<file path="config.mk">
export PLATFORM = sky130hd
export DESIGN_NAME = swp_guard
export DESIGN_NICKNAME = d
export VERILOG_FILES = /design/src/rtl/swp_pkg.sv /design/src/rtl/swp_token_match.sv /design/src/rtl/swp_window.sv /design/src/rtl/swp_seg.sv /design/src/rtl/swp_guard.sv
export SDC_FILE = /design/constraint.sdc
export NUM_CORES = 1
export LEC_CHECK = 0
export ABC_AREA = 1
export BUFFER_PORTS_ARGS = -buffer_cell sky130_fd_sc_hd__buf_2
export CAP_MARGIN = 5
export CORE_AREA = 4 4 90 92
export CTS_CLUSTER_DIAMETER = 40
export CTS_CLUSTER_SIZE = 30
export DETAILED_ROUTE_END_ITERATION = 7
export DIE_AREA = 0 0 94 96
export GPL_TIMING_DRIVEN = 0
export PLACE_DENSITY = 0.73
export REMOVE_ABC_BUFFERS = 1
export SLEW_MARGIN = 20
export SYNTH_ARGS = -nofsm -noshare
export SYNTH_HDL_FRONTEND = slang
export SYNTH_SLANG_ARGS = --single-unit
</file>
<file path="constraint.sdc">
create_clock -name clk -period 2.9 [get_ports clk]
set_input_delay 0 -clock clk [delete_from_list [all_inputs] [get_ports clk]]
set_output_delay 0 -clock clk [all_outputs]
set_load 0.005 [all_outputs]
</file>
<file path="src/rtl/swp_pkg.sv">
package swp_pkg;
   typedef enum logic [2:0] {
      ST_IDLE = 3'd0,
      ST_T1   = 3'd1,
      ST_T2   = 3'd2,
      ST_T3   = 3'd3,
      ST_T4   = 3'd4,
      ST_T5   = 3'd5
   } step_t;

   localparam logic [7:0]  TK_LEAD  = 8'hAA;
   localparam logic [7:0]  TK_SECND = 8'h55;
   localparam logic [7:0]  TK_ARM   = 8'hA0;
   localparam logic [7:0]  TK_EXT   = 8'h80;
   localparam logic [7:0]  TK_OFF   = 8'h20;
   localparam logic [14:0] CA_ODD   = 15'h5555;
   localparam logic [14:0] CA_EVEN  = 15'h2AAA;
   localparam int          TOKEN_AW = 15;

   typedef struct packed {
      logic hit;
      logic done_en;
      logic done_dis;
   } match_t;
endpackage

</file>
<file path="src/rtl/swp_token_match.sv">
module swp_token_match
   import swp_pkg::*;
#(
   parameter int CMD_AW = 15
) (
   input  step_t             step,
   input  logic [CMD_AW-1:0] cmd_addr,
   input  logic [7:0]        data,
   output match_t            m
);
   logic [CMD_AW-1:0] exp_addr;
   logic              addr_ok;
   logic              data_ok;

   always_comb begin
      if (step == ST_T1 || step == ST_T4) exp_addr = CMD_AW'(CA_EVEN);
      else                                exp_addr = CMD_AW'(CA_ODD);
      addr_ok = (cmd_addr == exp_addr);
      case (step)
         ST_IDLE, ST_T3: data_ok = (data == TK_LEAD);
         ST_T1, ST_T4:   data_ok = (data == TK_SECND);
         ST_T2:          data_ok = (data == TK_ARM) || (data == TK_EXT);
         ST_T5:          data_ok = (data == TK_OFF);
         default:        data_ok = 1'b0;
      endcase
      m.hit      = addr_ok && data_ok;
      m.done_en  = addr_ok && (step == ST_T2) && (data == TK_ARM);
      m.done_dis = addr_ok && (step == ST_T5) && (data == TK_OFF);
   end
endmodule

</file>
<file path="src/rtl/swp_window.sv">
module swp_window #(
   parameter int WINDOW_CYC = 37500,
   parameter int PAGE_BYTES = 256
) (
   input  logic clk,
   input  logic rst_n,
   input  logic arm,
   input  logic take,
   output logic open
);
   localparam int TW = $clog2(WINDOW_CYC + 1);
   localparam int CW = (PAGE_BYTES > 2) ? $clog2(PAGE_BYTES) : 1;

   logic [TW-1:0] timer;
   logic [CW-1:0] cnt;

   assign open = (timer != '0);

   always_ff @(posedge clk) begin
      if (!rst_n) begin
         timer <= '0;
         cnt   <= '0;
      end else if (arm) begin
         timer <= TW'(WINDOW_CYC);
         cnt   <= '0;
      end else if (take) begin
         if (cnt == CW'(PAGE_BYTES - 1)) begin
            timer <= '0;
            cnt   <= '0;
         end else begin
            timer <= TW'(WINDOW_CYC);
            cnt   <= cnt + CW'(1);
         end
      end else if (open) begin
         timer <= timer - TW'(1);
      end
   end
endmodule

</file>
<file path="src/rtl/swp_seg.sv">
module swp_seg
   import swp_pkg::*;
#(
   parameter int SEG_AW     = 17,
   parameter int CMD_AW     = 15,
   parameter int WINDOW_CYC = 37500,
   parameter int PAGE_BYTES = 256,
   parameter bit PROT_RESET = 1'b0
) (
   input  logic              clk,
   input  logic              rst_n,
   input  logic              stb,
   input  logic [SEG_AW-1:0] addr,
   input  logic [7:0]        data,
   output logic              prot,
   output logic              allow,
   output logic              err
);
   step_t  step;
   match_t m;
   logic   win_open;
   logic   arm;
   logic   take;

   swp_token_match #(.CMD_AW(CMD_AW)) u_match (
      .step     (step),
      .cmd_addr (addr[CMD_AW-1:0]),
      .data     (data),
      .m        (m)
   );

   assign take = stb && win_open;
   assign arm  = stb && !win_open && m.done_en;

   swp_window #(.WINDOW_CYC(WINDOW_CYC), .PAGE_BYTES(PAGE_BYTES)) u_win (
      .clk  (clk),
      .rst_n(rst_n),
      .arm  (arm),
      .take (take),
      .open (win_open)
   );

   always_ff @(posedge clk) begin
      if (!rst_n) begin
         step  <= ST_IDLE;
         prot  <= PROT_RESET;
         allow <= 1'b0;
         err   <= 1'b0;
      end else begin
         allow <= 1'b0;
         err   <= 1'b0;
         if (stb) begin
            if (win_open) begin
               allow <= 1'b1;
               step  <= ST_IDLE;
            end else if (m.hit) begin
               if (m.done_en) begin
                  prot <= 1'b1;
                  step <= ST_IDLE;
               end else if (m.done_dis) begin
                  prot <= 1'b0;
                  step <= ST_IDLE;
               end else begin
                  step <= step_t'(step + 3'd1);
               end
            end else begin
               allow <= !prot;
               err   <= (step != ST_IDLE);
               step  <= ST_IDLE;
            end
         end
      end
   end
endmodule

</file>
<file path="src/rtl/swp_guard.sv">
module swp_guard #(
   parameter int NSEG       = 2,
   parameter int CARD_AW    = 18,
   parameter int CMD_AW     = 15,
   parameter int WINDOW_CYC = 37500,
   parameter int PAGE_BYTES = 256,
   parameter bit PROT_RESET = 1'b0
) (
   input  logic               clk,
   input  logic               rst_n,
   input  logic               wr_stb,
   input  logic [CARD_AW-1:0] wr_addr,
   input  logic [7:0]         wr_data,
   output logic [NSEG-1:0]    prot_on,
   output logic [NSEG-1:0]    wr_allow,
   output logic [NSEG-1:0]    seq_err
);
   localparam int SEL_W  = (NSEG > 2) ? $clog2(NSEG) : 1;
   localparam int SEG_AW = CARD_AW - SEL_W;

   if (NSEG < 2 || (1 << SEL_W) != NSEG) begin : g_bad_nseg
      $error("NSEG must be a power of two of at least 2");
   end
   if (CMD_AW < swp_pkg::TOKEN_AW || CMD_AW > SEG_AW) begin : g_bad_cmd
      $error("CMD_AW must lie between the token width and the segment address width");
   end
   if (WINDOW_CYC < 1 || PAGE_BYTES < 2) begin : g_bad_win
      $error("WINDOW_CYC must be at least 1 and PAGE_BYTES at least 2");
   end

   logic [SEL_W-1:0]  sel;
   logic [SEG_AW-1:0] seg_addr;

   assign sel      = wr_addr[SEL_W-1:0];
   assign seg_addr = wr_addr[CARD_AW-1:SEL_W];

   for (genvar g = 0; g < NSEG; g++) begin : g_seg
      swp_seg #(
         .SEG_AW    (SEG_AW),
         .CMD_AW    (CMD_AW),
         .WINDOW_CYC(WINDOW_CYC),
         .PAGE_BYTES(PAGE_BYTES),
         .PROT_RESET(PROT_RESET)
      ) u_seg (
         .clk  (clk),
         .rst_n(rst_n),
         .stb  (wr_stb && (sel == SEL_W'(g))),
         .addr (seg_addr),
         .data (wr_data),
         .prot (prot_on[g]),
         .allow(wr_allow[g]),
         .err  (seq_err[g])
      );
   end
endmodule

</file>
# Yosys cells after proc, flatten, opt, wreduce, memory -nomap -nowiden
# Cells that the tools add are included.
[classes]
n_reduce_logical = 49
add_sub_neg = 6
n_mul = 0
n_eq_ne = 19
shifts = 0
n_lt_le_gt_ge = 0
n_mux = 30
bitwise = 6
div = 0
[op_table]
columns = ["cell", "n"]
rows = [
  ["$mux 16", 8],
  ["$eq 8x8->1 const B", 5],
  ["$reduce_bool 16->1", 2],
  ["$sub 16x1->16 const B", 2],
  ["$eq 15x15->1", 2],
  ["$mux 15", 2],
  ["$mux 3", 8],
  ["$logic_and 1x1->1", 18],
  ["$add 8x1->8 const B", 2],
  ["$mux 8", 2],
  ["$eq 3x2->1 const B", 4],
  ["$eq 3x3->1 const B", 4],
  ["$reduce_bool 3->1", 4],
  ["$reduce_or 2->1", 6],
  ["$eq 8x6->1 const B", 1],
  ["$eq 8x7->1 const B", 1],
  ["$mux 1", 8],
  ["$pmux 1 s4", 2],
  ["$reduce_and 4->1", 2],
  ["$reduce_bool 2->1", 4],
  ["$reduce_or 4->1", 2],
  ["$add 3x1->3 const B", 2],
  ["$eq 3x1->1 const B", 2],
  ["$logic_not 3->1", 2],
  ["4 further kinds", 15],
]
[totals]
elab_cells = 124
rom_bits = 0
n_memories = 0
output_inout_bits = 6
ff_bits = 60
inputBits = 29
latchBits = 0
ramBits = 0

# Depth between registers and ports, before layout
# Gate-level depths: netlist (run 1).
[logic_depth]
ltp_word = 10
mapped_depth = 13
mapped_depth_nobuf = 13

# Cells and area by module
# Synthesis (run 1) repeated with hierarchy kept, for this count alone.
[unflattened]
cells_unflattened = 637
area_unflattened_um2 = 3992.6
[by_module_without_submodules]
columns = ["module", "cells_each", "area_each_um2", "seq_area_each_um2", "n_inst"]
rows = [
  ["swp_window (g_seg[1].u_seg.u_win)", 194, 1331.3, 480.5, 1],
  ["swp_window (g_seg[0].u_seg.u_win)", 193, 1330.0, 480.5, 1],
  ["swp_token_match", 80, 350.3, 0.0, 2],
  ["swp_seg", 43, 306.5, 120.1, 2],
  ["swp_guard", 4, 17.5, 0.0, 1],
]

# Worst setup path after synthesis (run 1)
# No wires, ideal clock.
[synth_path]
path_kind = "flip-flop to flip-flop"
start = "reg g_seg[1].u_seg.step[0]"
end = "reg g_seg[1].u_seg.u_win.cnt[7]"
period_less_slack_ps = 1668
setup_slack_ps = 1232
n_path_buf = 1
required_ps = 2780
setup_time_ps = 120
t_arrival_ps = 1549
path_stages_with_launch = 12
cell_sequence = "dfxtp_1 > inv_1 > ha_1 > nand2_1 > nand2_1 > nor2_1 > nand3_1 > a21oi_1 > nand2_1 > nand2_2 > buf_6 > nor3_1"
[synth_via]
elab_chain_cells = 8
word_cells_on_any_way = 10
classes_between = "eq/ne (4); mux (1); reduce/logical (5)"
[synth_rtl]
columns = ["item", "line", "source"]
rows = [
  ["start, declared", "swp_seg.sv:19", "step_t step;"],
  ["start signal, assigned", "swp_seg.sv:64", "step <= step_t'(step + 3'd1);"],
  ["$eq 3x1->1 or $eq 3x3->1 (tied branches)", "swp_token_match.sv:16", "if (step == ST_T1 || step == ST_T4) exp_addr = CMD_AW'(CA_EVEN);"],
  ["$logic_or 1x1->1", "swp_token_match.sv:16", ""],
  ["$mux 15", "swp_token_match.sv:16", ""],
  ["$eq 15x15->1", "swp_token_match.sv:18", "addr_ok = (cmd_addr == exp_addr);"],
  ["$logic_and 1x1->1 (*) (2 in a row)", "swp_token_match.sv:27", "m.done_en = addr_ok && (step == ST_T2) && (data == TK_ARM);"],
  ["$logic_and 1x1->1 (*)", "swp_seg.sv:33", "assign arm = stb && !win_open && m.done_en;"],
  ["$reduce_or 2->1 (no line) (*)", "n/a", ""],
  ["end signal, assigned", "swp_window.sv:32", "cnt <= cnt + CW'(1);"],
  ["end, declared", "swp_window.sv:15", "logic [CW-1:0] cnt;"],
]
# Mark *: on every way between the ends. The rest lies on a longest branch, timed or not.
# A chain may end at the register's enable or synchronous reset.

# Worst setup path after layout (run 1)
[layout_path]
start = "reg g_seg[1].u_seg.u_win.timer[0]"
end = "reg g_seg[1].u_seg.u_win.timer[6]"
[layout_via]
elab_chain_cells = 5
word_cells_on_any_way = 10
classes_between = "add/sub (1); mux (3); reduce/logical (6)"
[layout_rtl]
columns = ["item", "line", "source"]
rows = [
  ["start, declared", "swp_window.sv:14", "logic [TW-1:0] timer;"],
  ["start signal, assigned", "swp_window.sv:24", "timer <= TW'(WINDOW_CYC);"],
  ["start signal, assigned", "swp_window.sv:31", "timer <= TW'(WINDOW_CYC);"],
  ["start signal, assigned", "swp_window.sv:35", "timer <= timer - TW'(1);"],
  ["parallel branches: the longest is 5 deep, another holds $sub 16x1->16", "n/a", ""],
]
# Parallel ways; which one is timed is not known. The select of a mux whose other input is x is not followed.

==> flow_summary.toml, run 1 <==
[yosys]
synth.cell_area_um2 = 3890
ys_seq_area_share_pct = 30.9
synth_top_family_by_area = "simple AND/OR/NAND/NOR gates"
synth-seq-cells = 60
synth.area.mux_share_pct = 0
synth_xor_xnor_area_share_pct = 6.75
post_synth_inst_count = 581
yosysUniqueCellTypes = 39
synth_compound_area_share_pct = 8.61
ys_warn_count = 0
syn_avg_cell_area_um2 = 6.70
synth_fa_ha_area_share_pct = 4.50
yosys.area_share.simple_pct = 39.1

[clock_tree]
clockBufferDepth = 2
clkTransAtPathRegs_ps = 60
clock_sinks = 60
hold_buffers = 0
cts-root-buf = "clkbuf_8"
postCtsSetupRepairBufs = 0
tritoncts = "yes"
cts_resized = 0
htreeDepth = 3
clk_latency_ps = 340
cts_buffers = 9

[critical_path]
end_kind = "register"
path_class = "register to register"
endpoint = "g_seg[1].u_seg.u_win.timer[6]$_SDFFE_PN0P_"
crit_path_start = "g_seg[1].u_seg.u_win.timer[0]$_SDFFE_PP0P_"
ff2ff_path_depth = 11
path_cells = "inv_1, ha_1, nand2_1, nor2_1, nand3_1, nand2_2, inv_1, nand2_1, inv_1, a21oi_1, nor2_1"
worst_r2r_endpoint = "g_seg[1].u_seg.u_win.timer[6]$_SDFFE_PN0P_"
cpPeakStageDelay_ps = 300
slowest_stage = "dfxtp_1"
path_depth = 11
critical_path_arrival_ps = 2390
cpMostUsedCell = "inv_1"
r2r_start = "g_seg[1].u_seg.u_win.timer[0]$_SDFFE_PP0P_"
worst-path-buf-inv = 3
critPathLaunchType = "register"
cp.required_ps = 3130
crit_family = "simple AND/OR/NAND/NOR gates"
r2r_slack_ps = 740
cp_max_fo = 15

[power_and_ir_drop]
power_density_nw_per_um2 = 796
total_power_mw = 3.40
ir_drop_mv = 0.523
p_leak_nw = 1.92

[die]
die_w_um = 94
core-area_um2 = 7210
dieArea_um2 = 9020
start_util_pct = 54.0
die_h_um = 96
ios = 35
placementRows = 31

[route]
wire_per_inst_um = 11.2
vias_per_cell = 5.03
first_pass_iters = 4
drtIter0Drc = 146
vias = 3596
postRouteAntennaNets = 0
wirelength_um = 7990
drc = 0

[timing]
slew_violations = 0
hold_viol_final = 0
finalCriticalPeriod_ps = 2160
fmax_mhz = 463
slew_headroom_pct = 75.6
period_share_pct = 74.5
fin_skew_ps = 8.58
worst-slew-pin-transition_ps = 364
setup_viol = 0
holdWs_ps = 21.7
setup_tns_ps = 0
rsz0062_at_grt = "no"

[flow_run]
cap_violations = 0

[global_routing]
grt_pass1_wl_um = 14200
grt_use_total_pct = 19.6
grt.overflow.total = 0
grt_pass1_vias = 3384
antenna_found_initial = 0
grt_max_degree = 17

[finish]
multiInputGateArea_um2 = 2300
design_area_um2 = 4270
utilization_pct = 59.1
regArea_um2 = 1200
num_antenna_cells = 0
syn2layout_area_growth_pct = 9.58
nNetsFinal = 654
num-fill-cells = 695
layout-drive-gt1-share_pct = 13.5

[worst_hold_path]
min-delay-path-class = "input pin to register"
min_from = "wr_addr[0]"

[placed_design]
gp_congestion = 0.858
post-dp-hpwl_um = 6200
port-buffer-count = 32
dpl_cell_area_um2 = 4070

[outcome]
status = "complete, no violations"
## Yosys cell counts
library cell | n | area, um2
nand2_1 | 112 | 420
nor2_1 | 99 | 372
inv_1 | 73 | 274
dfxtp_1 | 60 | 1200
nand3_1 | 49 | 245
a21oi_1 | 38 | 190
xor2_1 | 20 | 175
o21ai_0 | 15 | 75.1
ha_1 | 14 | 175
nor3_1 | 12 | 60.1
nand4_1 | 11 | 68.8
xnor2_1 | 10 | 87.6
buf_4 | 8 | 60.1
nor2_2 | 6 | 37.5
or2_2 | 6 | 37.5
inv_2 | 5 | 18.8
nand2_2 | 5 | 31.3
nand3b_1 | 5 | 37.5
a211oi_1 | 3 | 22.5
a31oi_1 | 3 | 18.8
buf_6 | 3 | 33.8
nand3_4 | 3 | 52.6
nor2_4 | 3 | 33.8
and3_1 | 2 | 12.5
nand2_4 | 2 | 22.5
a21boi_0 | 1 | 7.51
and2_1 | 1 | 6.26
buf_2 | 1 | 5.00
clkbuf_1 | 1 | 3.75
nand3_2 | 1 | 10.0
nand4_4 | 1 | 21.3
nor2_8 | 1 | 20.0
nor3b_2 | 1 | 12.5
nor4_1 | 1 | 6.26
o21a_1 | 1 | 7.51
o21bai_1 | 1 | 7.51
o22ai_1 | 1 | 6.26
or2_1 | 1 | 6.26
or2_4 | 1 | 8.76
## report_power, final
group	internal [mW]	leakage, nW	switching (mW)
clock	0.391	0.0910	0.337
combinational	0.570	1.34	0.930
sequential	1.02	0.490	0.151
total	1.98	1.92	1.42
## state kept, by name, summed over array words and instances, names as in the netlist
register,flops
g_seg.u_seg.prot,2
g_seg.u_seg.step,6
g_seg.u_seg.u_win.cnt,16
g_seg.u_seg.err,2
g_seg.u_seg.u_win.timer,32
g_seg.u_seg.allow,2
## how the worst min path moves through the flow
stage / depth (start not counted) / end
2_1_floorplan: 2 / g_seg[1].u_seg.step[0]$_SDFFE_PN0P_
3_3_place_gp: 4 / g_seg[0].u_seg.u_win.cnt[1]$_SDFFE_PP0P_
3_5_place_dp: 1 / seq_err[0]
4_1_cts: 4 / g_seg[0].u_seg.u_win.cnt[1]$_SDFFE_PP0P_
5_1_grt: 3 / g_seg[1].u_seg.step[0]$_SDFFE_PN0P_
6_report: 4 / g_seg[0].u_seg.u_win.cnt[1]$_SDFFE_PP0P_
## logic make-up (layout without fill, tap and decap cells)
kind of cell | after synthesis | count (layout)
compound gates | 63 | 63
xor+xnor | 30 | 30
fa+ha+maj | 14 | 14
buf+inv | 91 | 126
flops | 60 | 60
simple gates | 323 | 323
## layout make-up
class / instances / share of cell area, %
multi-input combinational: 430 / 53.8
clock buffer: 9 / 2.90
sequential: 60 / 28.2
inverter: 78 / 6.86
clock inverter: 7 / 1.58
tap: 99 / 2.90
timing repair buffer: 32 / 3.75
## cell usage in the layout, fill, tap and decap left out, types with 5 or more instances in the layout
cell type	n
a21oi_1	38
buf_2	32
clkbuf_8	9
dfxtp_1	60
ha_1	14
inv_1	73
inv_2	5
nand2_1	112
nand2_2	5
nand3_1	49
nand3b_1	5
nand4_1	11
nor2_1	99
nor2_2	6
nor3_1	12
o21ai_0	15
or2_2	6
xnor2_1	10
xor2_1	20
## layer usage
layer  routed length [um]  up-vias  track usage, %
met3                  333       11            4.93
met5                    0        -               0
met1                 3660     1607            23.2
met2                 3860       66            33.9
met4                  135        0            8.06
li1                     -     1912               -
## worst register-to-register path, stage by stage (launching register included)
cell and delay (ps):
dfxtp_1 300, inv_1 100, ha_1 220, nand2_1 120
nor2_1 190, nand3_1 130, nand2_2 260, inv_1 250
nand2_1 170, inv_1 110, a21oi_1 150, nor2_1 60
## per-stage QoR
stage,cells,worst slack [ps]
final,715,740
after global placement,699,805
after detailed placement,699,771
after floorplan,568,1170
after global routing,715,514
after CTS,715,755
(Power assumes the default switching activity.)
==> run 2, diff against run 1 <==
clock period = 2.05 ns   (was 2.9 ns; I/O delays follow)
==> run 2 against run 1 <==
Critical path depth down 1; cell count up 1.1%; global-route usage about the same; wire length up 3.5%; count of clock-buffer cells in the layout unchanged; sequential power up 42%; clock skew up 1.1 ps; critical path type unchanged.
==> flow_summary.toml, run 2 (synthesized netlist as in run 1, its figures left out) <==
[critical_path]
critPathLaunchType = "register"
slowest_stage = "dfxtp_1"
cp_max_fo = 16
cpMostUsedCell = "nand2_1"
critical_path_arrival_ps = 2150
worst-path-buf-inv = 1
r2r_slack_ps = 140
path_class = "register to register"
ff2ff_path_depth = 10
r2r_start = "g_seg[1].u_seg.step[1]$_SDFFE_PN0P_"
crit_family = "simple AND/OR/NAND/NOR gates"
cpPeakStageDelay_ps = 380
end_kind = "register"
worst_r2r_endpoint = "g_seg[1].u_seg.u_win.cnt[7]$_SDFFE_PP0P_"
path_cells = "inv_1, ha_1, nand2_1, nand2_1, nor2_1, nand3_2, a21oi_2, nand2_1, nand2_4, nor3_1"
crit_path_start = "g_seg[1].u_seg.step[1]$_SDFFE_PN0P_"
cp.required_ps = 2280

[finish]
design_area_um2 = 4390
final_common_cell = "nand2_1"
layout-drive-gt1-share_pct = 16.5
top_regs = "g_seg.u_seg.u_win.timer: 32 flops, g_seg.u_seg.u_win.cnt: 16 flops, g_seg.u_seg.step: 6 flops"
syn2layout_area_growth_pct = 12.8
num_antenna_cells = 0
num-fill-cells = 673
largest_reg_flops = 32
utilization_pct = 60.9
nNetsFinal = 662
mostFrequentLayoutCells = "nand2_1, nor2_1, inv_1, dfxtp_1, nand3_1"
largest-register = "g_seg.u_seg.u_win.timer"

[route]
drtIter0Drc = 134
drc = 0
wire_per_inst_um = 11.4
wirelength_um = 8270
vias_per_cell = 5.07
first_pass_iters = 4
vias = 3669
postRouteAntennaNets = 0

[timing]
setup_ws_ps = 135
setup_viol = 0
slew_headroom_pct = 64.2
fin_skew_ps = 9.66
fmax_mhz = 522
period_share_pct = 93.4
hold_viol_final = 0
slew_violations = 0
setup_tns_ps = 0
finalCriticalPeriod_ps = 1910
worst-slew-pin-transition_ps = 535

[clock_tree]
clkTransAtPathRegs_ps = 70
hold_buffers = 0
tritoncts = "yes"
cts_buffers = 9
clk_latency_ps = 340
clock_sinks = 60
clockBufferDepth = 2
htreeDepth = 3
cts-root-buf = "clkbuf_8"

[global_routing]
grt.overflow.total = 0
grt_use_total_pct = 19.6
grt_max_degree = 17
grt_pass1_vias = 3389
grt_pass1_wl_um = 14300
antenna_found_initial = 0

[placed_design]
post-dp-hpwl_um = 6200
port-buffer-count = 32
dpl_cell_area_um2 = 4070
gp_congestion = 0.858
pre_cts_ws_ps = -78.9

[worst_hold_path]
min-delay-path-class = "input pin to register"
min_from = "rst_n"
min_to = "g_seg[1].u_seg.step[0]$_SDFFE_PN0P_"
min_path_cells = 3

[die]
core-area_um2 = 7210
ios = 35
start_util_pct = 54.0
dieArea_um2 = 9020
die_h_um = 96
die_w_um = 94
placementRows = 31

[flow_run]
cap_violations = 0

[power_and_ir_drop]
power_density_nw_per_um2 = 1120
clockPowerShare_pct = 20.9
combPwrFrac_pct = 45.5
seq_power_share_pct = 33.6
intPower_mw = 2.86
ir_drop_mv = 0.789
p_leak_nw = 1.96
swShare_pct = 41.9
netSwitchingPower_mw = 2.07

[outcome]
status = "complete, no violations"
[run 2: final cells by class]
class / count / area (um2) / share of cell area (%)
clock buffers: 9 / 124 / 2.82
clock inverters: 7 / 67.6 / 1.54
inverters: 78 / 297 / 6.75
multi-input cells: 430 / 2350 / 53.6
flip-flops and latches: 60 / 1200 / 27.4
well taps: 99 / 124 / 2.82
repair buffers: 40 / 220 / 5.02
[run 2: metal layers]
metal / track usage (%) / wire (um)
met1: 23.2 / 3740
met2: 33.9 / 4070
met3: 4.93 / 320
met4: 8.06 / 136
met5: 0 / 0
[run 2: timing repair]
item / CTS / global route
setup endpoints to repair: 13 / 37
setup buffers: 0 / 8
pin swaps: 0 / 3
gates resized for setup: 3 / 15
endpoints found under the hold margin: 0 / 0
[run 2: how the worst max path moves through the flow]
stage / to / depth (start not counted) / slack (ps)
after floorplan: g_seg[1].u_seg.u_win.cnt[0]$_SDFFE_PP0P_ / 10 / 320
after global placement: g_seg[1].u_seg.u_win.timer[12]$_SDFFE_PN0P_ / 11 / -50
after detailed placement: g_seg[1].u_seg.u_win.timer[6]$_SDFFE_PN0P_ / 11 / -80
after CTS: g_seg[1].u_seg.u_win.timer[6]$_SDFFE_PN0P_ / 11 / -4
after global routing: g_seg[1].u_seg.prot$_SDFFE_PN0P_ / 13 / -40
final: g_seg[1].u_seg.u_win.cnt[7]$_SDFFE_PP0P_ / 10 / 140
[run 2: power groups by stage]
stage / logic (mW) / registers [mW] / clock network [mW]
after floorplan: 1.77 / 1.62 / 0
after global placement: 2.06 / 1.67 / 0
after detailed placement: 2.11 / 1.67 / 0
after CTS: 2.14 / 1.65 / 1.06
after global routing: 2.58 / 1.69 / 1.10
final: 2.24 / 1.66 / 1.03
[run 2: worst min-delay path, stage by stage]
cell and delay [ps]:
buf_2 200, o21ai_0 110, a21oi_1 40
[run 2: through the flow]
step	power, mW	hold WS, ps	std cells
global route	5.37	44.1	723
global placement	3.73	374	699
finish	4.93	47.2	723
CTS	4.85	32.2	715
floorplan	3.39	138	568
detailed placement	3.78	377	699
==> run 3, diff against run 2 <==
MAX_ROUTING_LAYER = met4   (was not set)
==> run 3 against run 2 <==
Die area unchanged; count of clock-buffer cells in the layout rose by 1; worst setup slack worse by 0.72 ps; sequential cell count stayed put; core utilization up 0.069 points; sequential share of layout area about the same; clock power is 5% higher; power increased by 0.78%; first-iteration DRC count rose by 28%; cell count did not move; critical path depth grew 1; wire length increased by 1.3%; critical endpoint is now g_seg[1].u_seg.u_win.timer[6]$_SDFFE_PN0P_; highest routed layer unchanged.
==> flow_summary.toml, run 3 (synthesized netlist as in run 1, its figures left out) <==
[outcome]
status = "complete, no violations"

[clock_tree]
cts-root-buf = "clkbuf_8"
clkTransAtPathRegs_ps = 70
hold_buffers = 0
htreeDepth = 3
clk_latency_ps = 340
clockBufferDepth = 2
clock_sinks = 60
cts_buffers = 9
tritoncts = "yes"

[critical_path]
r2r_start = "g_seg[1].u_seg.u_win.timer[0]$_SDFFE_PP0P_"
end_kind = "register"
cp.required_ps = 2280
slowest_stage = "dfxtp_1"
critical_path_arrival_ps = 2140
cp_max_fo = 8
crit_path_start = "g_seg[1].u_seg.u_win.timer[0]$_SDFFE_PP0P_"
cpPeakStageDelay_ps = 300
critPathLaunchType = "register"
path_class = "register to register"
path_cells = "inv_1, ha_1, nand2_1, nor2_2, nand3_1, nand2_4, clkinvlp_4, nand2_1, inv_1, a21oi_1, nor2_1"

[finish]
largest_reg_flops = 32
nNetsFinal = 662
num_antenna_cells = 0
num-fill-cells = 700
mostFrequentLayoutCells = "nand2_1, nor2_1, inv_1, dfxtp_1, nand3_1"
syn2layout_area_growth_pct = 12.9
multiInputGateArea_um2 = 2350
largest-register = "g_seg.u_seg.u_win.timer"
final_common_cell = "nand2_1"
design_area_um2 = 4400
regArea_um2 = 1200
fin_cells = 723
top_regs = "g_seg.u_seg.u_win.timer: 32 flops, g_seg.u_seg.u_win.cnt: 16 flops, g_seg.u_seg.step: 6 flops"
layout-drive-gt1-share_pct = 16.2

[timing]
setup_viol = 0
finalCriticalPeriod_ps = 1920
slew_violations = 0
period_share_pct = 93.4
fin_skew_ps = 8.50
setup_tns_ps = 0
fmax_mhz = 522
hold_viol_final = 0
worst-slew-pin-transition_ps = 531
slew_headroom_pct = 64.5
setup_ws_ps = 134

[route]
first_pass_iters = 4
postRouteAntennaNets = 0
vias = 3677
drc = 0
drtIter0Drc = 172
vias_per_cell = 5.09
wirelength_um = 8380
wire_per_inst_um = 11.6

[die]
ios = 35
dieArea_um2 = 9020
die_h_um = 96
core-area_um2 = 7210
placementRows = 31
die_w_um = 94
start_util_pct = 54.0

[placed_design]
port-buffer-count = 32
gp_congestion = 0.880
dp_cells = 699
post-dp-hpwl_um = 6200
pre_cts_ws_ps = -102
dpl_cell_area_um2 = 4070

[global_routing]
grt_max_degree = 17
antenna_found_initial = 0
grt_pass1_wl_um = 14500
grt_pass1_vias = 3430
grt.overflow.total = 0
grt_use_total_pct = 20.1

[worst_hold_path]
min-delay-path-class = "input pin to register"
min_from = "rst_n"

[power_and_ir_drop]
ir_drop_mv = 0.727
p_leak_nw = 1.97
power_density_nw_per_um2 = 1130

[flow_run]
cap_violations = 0
run 3: cell count changes in the layout (fill, tap and decap cells not counted):
cell	change
nand3_1	+1
inv_2	-1
clkbuf_8	+1
clkinvlp_4	-1
clkinv_4	+1
clkinv_2	-1
nand3_2	-1
inv_1	+1
run 3: metrics by stage:
stage | util [%] | hold slack, ps | power [mW]
6_report | 60.9 | 62.5 | 4.96
5_1_grt | 60.9 | 66.8 | 5.39
4_1_cts | 59.7 | 49.4 | 4.90
3_5_place_dp | 56.5 | 380 | 3.78
3_3_place_gp | 56.5 | 379 | 3.74
2_1_floorplan | - | 138 | 3.39
run 3: power breakdown:
part           leakage [nW]  total [mW]  switching, mW  internal [mW]
logic                  1.38        2.23           1.37          0.864
clock network        0.0983        1.08          0.491          0.592
registers             0.492        1.65          0.210           1.44
total                  1.97        4.96           2.07           2.90
run 3: layout make-up:
| type | instances | share of cell area [%] |
|---|---|---|
| well taps | 99 | 2.82 |
| clock inverters | 6 | 1.45 |
| repair buffers | 40 | 5.01 |
| flip-flops and latches | 60 | 27.4 |
| multi-input cells | 430 | 53.4 |
| inverters | 78 | 6.75 |
| clock buffers | 10 | 3.13 |
run 3: final timing paths:
check | end | slack, ps | depth (start not counted)
max | g_seg[1].u_seg.u_win.timer[6]$_SDFFE_PN0P_ | 130 | 11
min | g_seg[1].u_seg.step[0]$_SDFFE_PN0P_ | 60 | 3
max reg2reg | g_seg[1].u_seg.u_win.timer[6]$_SDFFE_PN0P_ | 130 | 11
min reg2reg | g_seg[1].u_seg.prot$_SDFFE_PN0P_ | 480 | 2
run 3: layer usage:
layer | vias up | wire [um] | track usage (%) | part of all wire [%]
li1 | 1931 | - | - | -
met1 | 1665 | 3830 | 23.6 | 46
met2 | 70 | 4150 | 34.9 | 50
met3 | 11 | 274 | 3.67 | 3.3
met4 | 0 | 131 | 6.62 | 1.6
met5 | - | 0 | - | 0
run 3: worst max-delay path: cells and delay by family, from the launching register on:
| kind | cells | cell delay [ps] |
|---|---|---|
| simple gates | 6 | 800 |
| buf+inv | 3 | 330 |
| flops | 1 | 300 |
| fa+ha+maj | 1 | 220 |
| compound gates | 1 | 170 |
run 3: timing repair:
item | CTS | global route
gates resized for setup | 4 | 12
endpoints found under the setup margin | 14 | 36
gates cloned | 0 | 0
setup buffers | 2 | 6
pin swaps | 0 | 4
